--- src/rtl/symfir_shared.sv ---
module symfir_shared #(
  parameter int DW = 16,
  parameter int CW = 16,
  parameter int OW = 24,
  parameter logic [4*CW-1:0] COEFS = {16'd120, 16'd40, 16'hFFF7, 16'd3}
) (
  input  logic                 clk,
  input  logic                 rst_n,
  input  logic signed [DW-1:0] din,
  output logic                 smp_stb,
  output logic signed [OW-1:0] y_out,
  output logic signed [DW-1:0] x_dly
);
  localparam int NT = 8;
  localparam int NP = NT / 2;
  localparam int SW = DW + 1;
  localparam int PW = SW + CW;
  localparam int AW = PW + 2;
  localparam logic signed [AW-1:0] OMAX = {{(AW-OW+1){1'b0}}, {(OW-1){1'b1}}};
  localparam logic signed [AW-1:0] OMIN = {{(AW-OW+1){1'b1}}, {(OW-1){1'b0}}};

  logic [1:0]                slot;
  logic signed [DW-1:0]      xin_q;
  logic signed [DW-1:0]      tap  [NT];
  logic signed [SW-1:0]      psum [NP];
  logic signed [CW-1:0]      coef [NP];
  logic signed [PW-1:0]      preg [NP-1];
  logic signed [PW-1:0]      mul;
  logic signed [AW-1:0]      acc;
  logic signed [AW-1:0]      sat;

  assign smp_stb = (slot == 2'd0);

  genvar j;
  generate
    for (j = 0; j < NP; j++) begin : g_pre
      assign psum[j] = SW'(tap[j]) + SW'(tap[NT-1-j]);
      assign coef[j] = signed'(COEFS[j*CW +: CW]);
    end
  endgenerate

  assign mul = PW'(psum[slot]) * PW'(coef[slot]);
  assign acc = AW'(preg[0]) + AW'(preg[1]) + AW'(preg[2]) + AW'(mul);
  assign sat = (acc > OMAX) ? OMAX : (acc < OMIN) ? OMIN : acc;

  always_ff @(posedge clk or negedge rst_n) begin
    if (!rst_n) begin
      slot  <= '0;
      xin_q <= '0;
      y_out <= '0;
      x_dly <= '0;
      for (int k = 0; k < NT; k++) tap[k] <= '0;
      for (int k = 0; k < NP-1; k++) preg[k] <= '0;
    end else begin
      slot <= slot + 2'd1;
      if (smp_stb) xin_q <= din;
      for (int k = 0; k < NP-1; k++)
        if (slot == 2'(k)) preg[k] <= mul;
      if (slot == 2'd3) begin
        y_out  <= sat[OW-1:0];
        x_dly  <= tap[0];
        tap[0] <= xin_q;
        for (int k = 1; k < NT; k++) tap[k] <= tap[k-1];
      end
    end
  end


  stb_gap_chk: assert property (@(posedge clk) disable iff (!rst_n)
    smp_stb |=> !smp_stb);

  stb_return_chk: assert property (@(posedge clk) disable iff (!rst_n)
    (slot == 2'd3) |=> smp_stb);

  xin_hold_chk: assert property (@(posedge clk) disable iff (!rst_n)
    !smp_stb |=> $stable(xin_q));

  y_hold_chk: assert property (@(posedge clk) disable iff (!rst_n)
    (slot != 2'd3) |=> $stable(y_out));

  xdly_hold_chk: assert property (@(posedge clk) disable iff (!rst_n)
    (slot != 2'd3) |=> $stable(x_dly));

  xdly_track_chk: assert property (@(posedge clk) disable iff (!rst_n)
    (slot == 2'd3) |=> (x_dly == $past(tap[0])));
endmodule

--- config.mk ---
export PLATFORM = sky130hd
export DESIGN_NAME = symfir_shared
export DESIGN_NICKNAME = d
export VERILOG_FILES = /design/src/rtl/symfir_shared.sv
export SDC_FILE = /design/constraint.sdc
export NUM_CORES = 1
export LEC_CHECK = 0
export BUFFER_PORTS_ARGS = -buffer_cell sky130_fd_sc_hd__buf_4
export CORE_ASPECT_RATIO = 1.25
export CORE_MARGIN = 1
export CORE_UTILIZATION = 55
export CTS_BUF_LIST = sky130_fd_sc_hd__clkbuf_2 sky130_fd_sc_hd__clkbuf_4 sky130_fd_sc_hd__clkbuf_8
export DETAILED_ROUTE_END_ITERATION = 12
export GPL_ROUTABILITY_DRIVEN = 0
export PLACE_DENSITY_LB_ADDON = 0.2
export SLEW_MARGIN = 20
export SYNTH_ARGS = -nofsm -noshare
export SYNTH_HDL_FRONTEND = slang
export SYNTH_SLANG_ARGS = --single-unit
--- constraint.sdc ---
create_clock -name clk -period 10.1 [get_ports clk]
set_clock_uncertainty 0.1 [all_clocks]
set_input_delay 0.505 -clock clk [delete_from_list [all_inputs] [get_ports clk]]
set_output_delay 0.505 -clock clk [all_outputs]
set_load 0.05 [all_outputs]
== Yosys cells after proc, flatten, opt, wreduce, memory -nomap -nowiden ==
Cells that the tools add are included.

* $add $sub $neg: 8
* Multiply operators: 1
* Divide/modulo/power cells: 0
* $lt $le $gt $ge: 3
* Eq/ne operators: 3
* Shifts and indexed selects: 0
* Mux-type cells: 8
* Bitwise operators: 1
* Reductions and logical operators: 1

{| class="wikitable"
|+ Operator list
! kind !! count
|-
| 16-bit by 16-bit adder with 17-bit output || 4
|-
| 24-bit 2-to-1 mux || 2
|-
| 34-bit by 33-bit adder with 35-bit output || 1
|-
| 35-bit by 33-bit adder with 35-bit output || 1
|-
| 35-bit by 24-bit greater-than comparator with 1-bit output, second input constant || 1
|-
| 35-bit by 24-bit less-than comparator with 1-bit output, second input constant || 1
|-
| 33-bit by 33-bit adder with 34-bit output || 1
|-
| 17-bit binary-select mux with 2-bit select || 1
|-
| 17-bit 2-to-1 mux || 2
|-
| 17-bit by 16-bit multiplier with 33-bit output || 1
|-
| 16-bit binary-select mux with 2-bit select || 1
|-
| 16-bit 2-to-1 mux || 2
|-
| 2-bit equality test, second input constant || 2
|-
| 3-bit >= comparator, second input constant || 1
|-
| 2-bit inverter with 3-bit output || 1
|-
| 2-bit by 1-bit adder with 2-bit output, second input constant || 1
|-
| 2-bit by 1-bit equality test with 1-bit output, second input constant || 1
|-
| 2-bit zero test || 1
|}

* Bits in registers: 269
* Latch bits: 0
* Bits in writable memories: 0
* Memory bits (read-only): 0
* Input bits: 18
* Output and inout port bits: 41
* Memories: 0

== Depth between registers and ports, before layout ==
* Word-level depth: 9
* Depth in mapped cells: 50

== Worst setup path before layout ==
No wires, ideal clock.

* Path type: reg2reg
* Start point: register tap[96] (netlist name)
* End point: register y_out[3]
* Setup time: 135 ps
* Arrival: 10902 ps
* Path slack: -1037 ps
* Stages on the path, launching flop included: 46
* Clock period less this slack: 11137 ps
* Cell sequence: dfrtp_1 ha_1 inv_1 fa_1 nor2b_1 o31ai_1 a2111oi_0 nor4_1 o21bai_1 a211o_1 o21ai_1 nand2_1 inv_1 fa_1 inv_1 fa_1 inv_1 fa_1 [... 10 more ...] o21a_1 o211ai_1 a211oi_1 xnor2_1 fa_1 ha_1 clkbuf_1 a21oi_1 a21oi_1 nand2b_1 a41oi_1 mux2i_1 a311o_1 a2111oi_4 nand4_4 buf_6 nor4_1 o211ai_1

* Longest elaborated chain between the ends: 9
* Elaborated cells between the ends (all ways): 10
* Those cells by class: 2 x add/sub; 1 x mul; 2 x order compare; 5 x mux

{| class="wikitable"
|+ RTL lines
! item !! RTL line !! text
|-
| start, declared || 24 || <nowiki>logic signed [DW-1:0] tap [NT];</nowiki>
|-
| 16-bit by 16-bit adder with 17-bit output * || 37 || <nowiki>assign psum[j] = SW'(tap[j]) + SW'(tap[NT-1-j]);</nowiki>
|-
| 17-bit binary-select mux with 2-bit select * || 42 || <nowiki>assign mul = PW'(psum[slot]) * PW'(coef[slot]);</nowiki>
|-
| 17-bit 2-to-1 mux (not written as such) * (2 in series) || 42 ||
|-
| 17-bit by 16-bit multiplier with 33-bit output * || 42 ||
|-
| net mul[29] || 28 || <nowiki>logic signed [PW-1:0] mul;</nowiki>
|-
| 35-bit by 33-bit adder with 35-bit output * || 43 || <nowiki>assign acc = AW'(preg[0]) + AW'(preg[1]) + AW'(preg[2]) + AW'(mul);</nowiki>
|-
| 35-bit by 24-bit less-than comparator with 1-bit output || 44 || <nowiki>assign sat = (acc > OMAX) ? OMAX : (acc < OMIN) ? OMIN : acc;</nowiki>
|-
| 24-bit 2-to-1 mux || 44 ||
|-
| 24-bit 2-to-1 mux * || 44 ||
|-
| end signal, assigned || 60 || <nowiki>y_out <= sat[OW-1:0];</nowiki>
|-
| end, declared || 11 || <nowiki>output logic signed [OW-1:0] y_out,</nowiki>
|}

Mark *: on every way through the listed nets, which the timed path passes. The rest lies on a longest branch. The select of a mux whose other input is x is not followed.
A chain may end at the register's enable or synchronous reset.

== Worst setup path in the final report ==
* Start point: register tap[16] (netlist name)
* End point: register y_out[7]

Same word-level chain as after synthesis.

==> impl_metrics.json <==
{
  "cts.sinks": 269,
  "die_x_microns": 198,
  "port_buffers": 58,
  "rrSetupSlack_ns": -0.98,
  "start_kind": "flip-flop",
  "grtUsageMet1_pct": 31.2,
  "grt_usage_pct": 29.1,
  "vias": 21500,
  "synth_most_common_cell": "inv_1",
  "setup-violations-final": 24,
  "hold_ws_ns": 0.0410,
  "dieArea_sq_mm": 0.0487,
  "critical_path_required_ns": 10.51,
  "grt_pass1_vias": 23700,
  "slew_headroom_pct": 26.1,
  "synth_top_cells_by_count": "inv_1, fa_1, dfrtp_1",
  "crit_path_end_kind": "flip-flop",
  "vias_per_cell": 5.55,
  "grt_util_met3_pct": 3.37,
  "h-tree-depth": 2,
  "fmax_mhz": 90.3,
  "grt_max_degree": 121,
  "critPathMostFrequentCell": "fa_1",
  "cts_buffers": 45,
  "holdCritStartpoint": "din[15]",
  "synth_seq_area_share_pct": 25.6,
  "hold_viol_final": 0,
  "overflow": 0,
  "drcViolationCount": 0,
  "status": "finished, violations left",
  "postSynthCellCount": 2517,
  "netlist_area_sq_mm": 0.0263,
  "slowest_delay_ns": 0.56,
  "utilization_pct": 75.3,
  "io_pins": 59,
  "crit_type": "reg -> reg",
  "r2r-start": "tap[16]$_DFFE_PN0N_",
  "syn_avg_cell_area_sq_um": 10.5,
  "reg2regPathDepth": 47,
  "period_minus_slack_ns": 11.08,
  "clock_latency_ns": 0.64,
  "path_max_fanout": 7,
  "crit_family": "adder cells",
  "drv_slew": 0,
  "crit_slowest_cell": "fa_1",
  "rsz0062_at_grt": "true",
  "worstHoldPathCells": 2,
  "ys_types": 81,
  "synth_edf_count": 0,
  "start_util_pct": 55.7,
  "antenna_cells": 0,
  "layout_setup_ws_ns": -0.977,
  "grt_pass1_wl_microns": 113000,
  "wl_per_cell_microns": 18.3,
  "hold_path_class": "in -> reg",
  "path_clk_slew_ns": 0.07,
  "synth-seq-cells": 269,
  "critPathArrivalTime_ns": 11.49,
  "place.detailed.hpwl_microns": 53200,
  "antenna_left": 0,
  "syn_nets": 3028,
  "met2_usage_pct": 56.6,
  "dp_slack_ns": -1.23,
  "yosysTopAreaCellShare_pct": 25.6,
  "fin_setup_tns_ns": -20.99,
  "final_layout_size_suffix_gt1_share_pct": 41.5,
  "synth-main-ff-cell": "dfrtp_1",
  "rows": 89,
  "violations": "setup timing",
  "die_h_microns": 247,
  "cap_violations": 0,
  "synthArstFlopShare_pct": 100,
  "coreArea_sq_mm": 0.0472,
  "drt-pass1-iter-count": 5,
  "fin_nets": 3717,
  "min_to": "xin_q[15]$_DFFE_PN0P_",
  "syn_to_final_growth_pct": 35.1,
  "cts_root_buffer": "clkbuf_8",
  "yosysWarningCount": 0,
  "antenna_found_initial": 0,
  "cp_num_buf_inv": 12,
  "clk_path_buf_depth": 3,
  "finalWirelength_microns": 70900,
  "synth_top_cell_by_area": "dfrtp_1",
  "synthTopCellsByArea": "dfrtp_1, fa_1, mux2_2",
  "cts_tree": "done",
  "tightest_slew_ns": 1.11,
  "gr-max-usage-layer": "met2",
  "initialDrtViolationCount": 998,
  "regToRegEndpoint": "y_out[7]$_DFFE_PN0N_",
  "post-route-period-util_pct": 110
}
==> routing by layer <==
metal | part of all wire (%) | up-vias
li1 | - | 9899
met1 | 38 | 10800
met2 | 55 | 524
met3 | 3.1 | 230
met4 | 4.5 | 0
met5 | 0 | -
==> per-stage QoR <==
step	instance area [sq um]	std cells
floorplan	26900	2517
global placement	32200	3703
detailed placement	32200	3703
CTS	34700	3840
global route	35500	3874
finish	35500	3874
==> worst max path at each step <==
stage                         startpoint                    end  depth (start not counted)
finish               tap[16]$_DFFE_PN0N_   y_out[7]$_DFFE_PN0N_                         47
global placement    tap[112]$_DFFE_PN0N_  y_out[12]$_DFFE_PN0N_                         42
CTS                  tap[16]$_DFFE_PN0N_   y_out[5]$_DFFE_PN0N_                         44
detailed placement    tap[0]$_DFFE_PN0N_  y_out[18]$_DFFE_PN0N_                         42
floorplan            tap[96]$_DFFE_PN0N_  y_out[10]$_DFFE_PN0N_                         42
global route         tap[16]$_DFFE_PN0N_  y_out[11]$_DFFE_PN0N_                         47
==> cell families (layout without fill, tap and decap cells) <==
family / count (synthesis) / count (layout) / share of synthesized area, %
AO/OA/AOI/OAI: 430 / 430 / 10.8
XOR/XNOR: 94 / 95 / 3.13
adder cells (fa/ha/maj): 493 / 493 / 32.3
buffers and inverters: 461 / 1180 / 6.91
flip-flops: 269 / 269 / 25.6
multiplexers: 255 / 255 / 10.9
AND/OR/NAND/NOR: 515 / 515 / 10.4
==> placed cells by master (no fill, tap or decap), types with 12 or more instances in the layout <==
cell type / n
dfrtp_1: 268
o21ai_0: 75
nor4_4: 19
a21o_1: 43
inv_2: 20
a211oi_1: 16
nor2_1: 102
buf_4: 686
xnor2_2: 12
and2_1: 13
or2_2: 13
fa_1: 289
nand3_1: 24
nor3_1: 50
xnor2_1: 55
nand2_2: 17
o21bai_1: 13
nor2b_1: 37
xor2_1: 22
fa_2: 20
nand4_1: 30
a21oi_2: 31
mux2_2: 237
buf_6: 20
buf_12: 13
mux2i_1: 15
ha_1: 147
o21a_1: 26
a21oi_1: 73
inv_1: 340
ha_4: 35
o211ai_1: 34
dlygate4sd3_1: 15
nand2b_1: 26
nand2_1: 85
clkbuf_8: 53
or3_1: 13
==> layout make-up <==
| type | instances | area, sq um |
|---|---|---|
| timing repair buffer | 741 | 5960 |
| sequential | 269 | 6730 |
| fill | 3123 | 11700 |
| multi-input combinational | 1788 | 19600 |
| inverter | 361 | 1360 |
| clock inverter | 17 | 335 |
| clock buffer | 61 | 790 |
| tap | 637 | 797 |
==> worst reg2reg max path: cells and delay by family, from the launching register on <==
kind | cells | cell delay (ns)
adder cells (fa/ha/maj) | 11 | 4.32
AO/OA/AOI/OAI | 17 | 3.52
buffers and inverters | 12 | 1.53
AND/OR/NAND/NOR | 5 | 0.82
flip-flops | 1 | 0.38
XOR/XNOR | 1 | 0.17
multiplexers | 1 | 0.12
==> sequential cells by signal, indices dropped and copies added (netlist names) <==
| signal | cells |
|---|---|
| y_out | 24 |
| tap | 128 |
| xin_q | 16 |
| slot | 2 |
| preg | 99 |
==> what timing repair did <==
action / 4_1_cts / 5_1_grt
gates resized for setup: 147 / 104
pin swaps: 86 / 91
setup buffers: 40 / 34
cloned: 4 / 4
endpoints found under the setup margin: 24 / 24
endpoints found under the hold margin: 132 / 0
hold buffers: 15 / 0
Power is left out: the tool's default activity adds up to more than one toggle a clock period on the data nets, which glitch-free logic cannot reach.
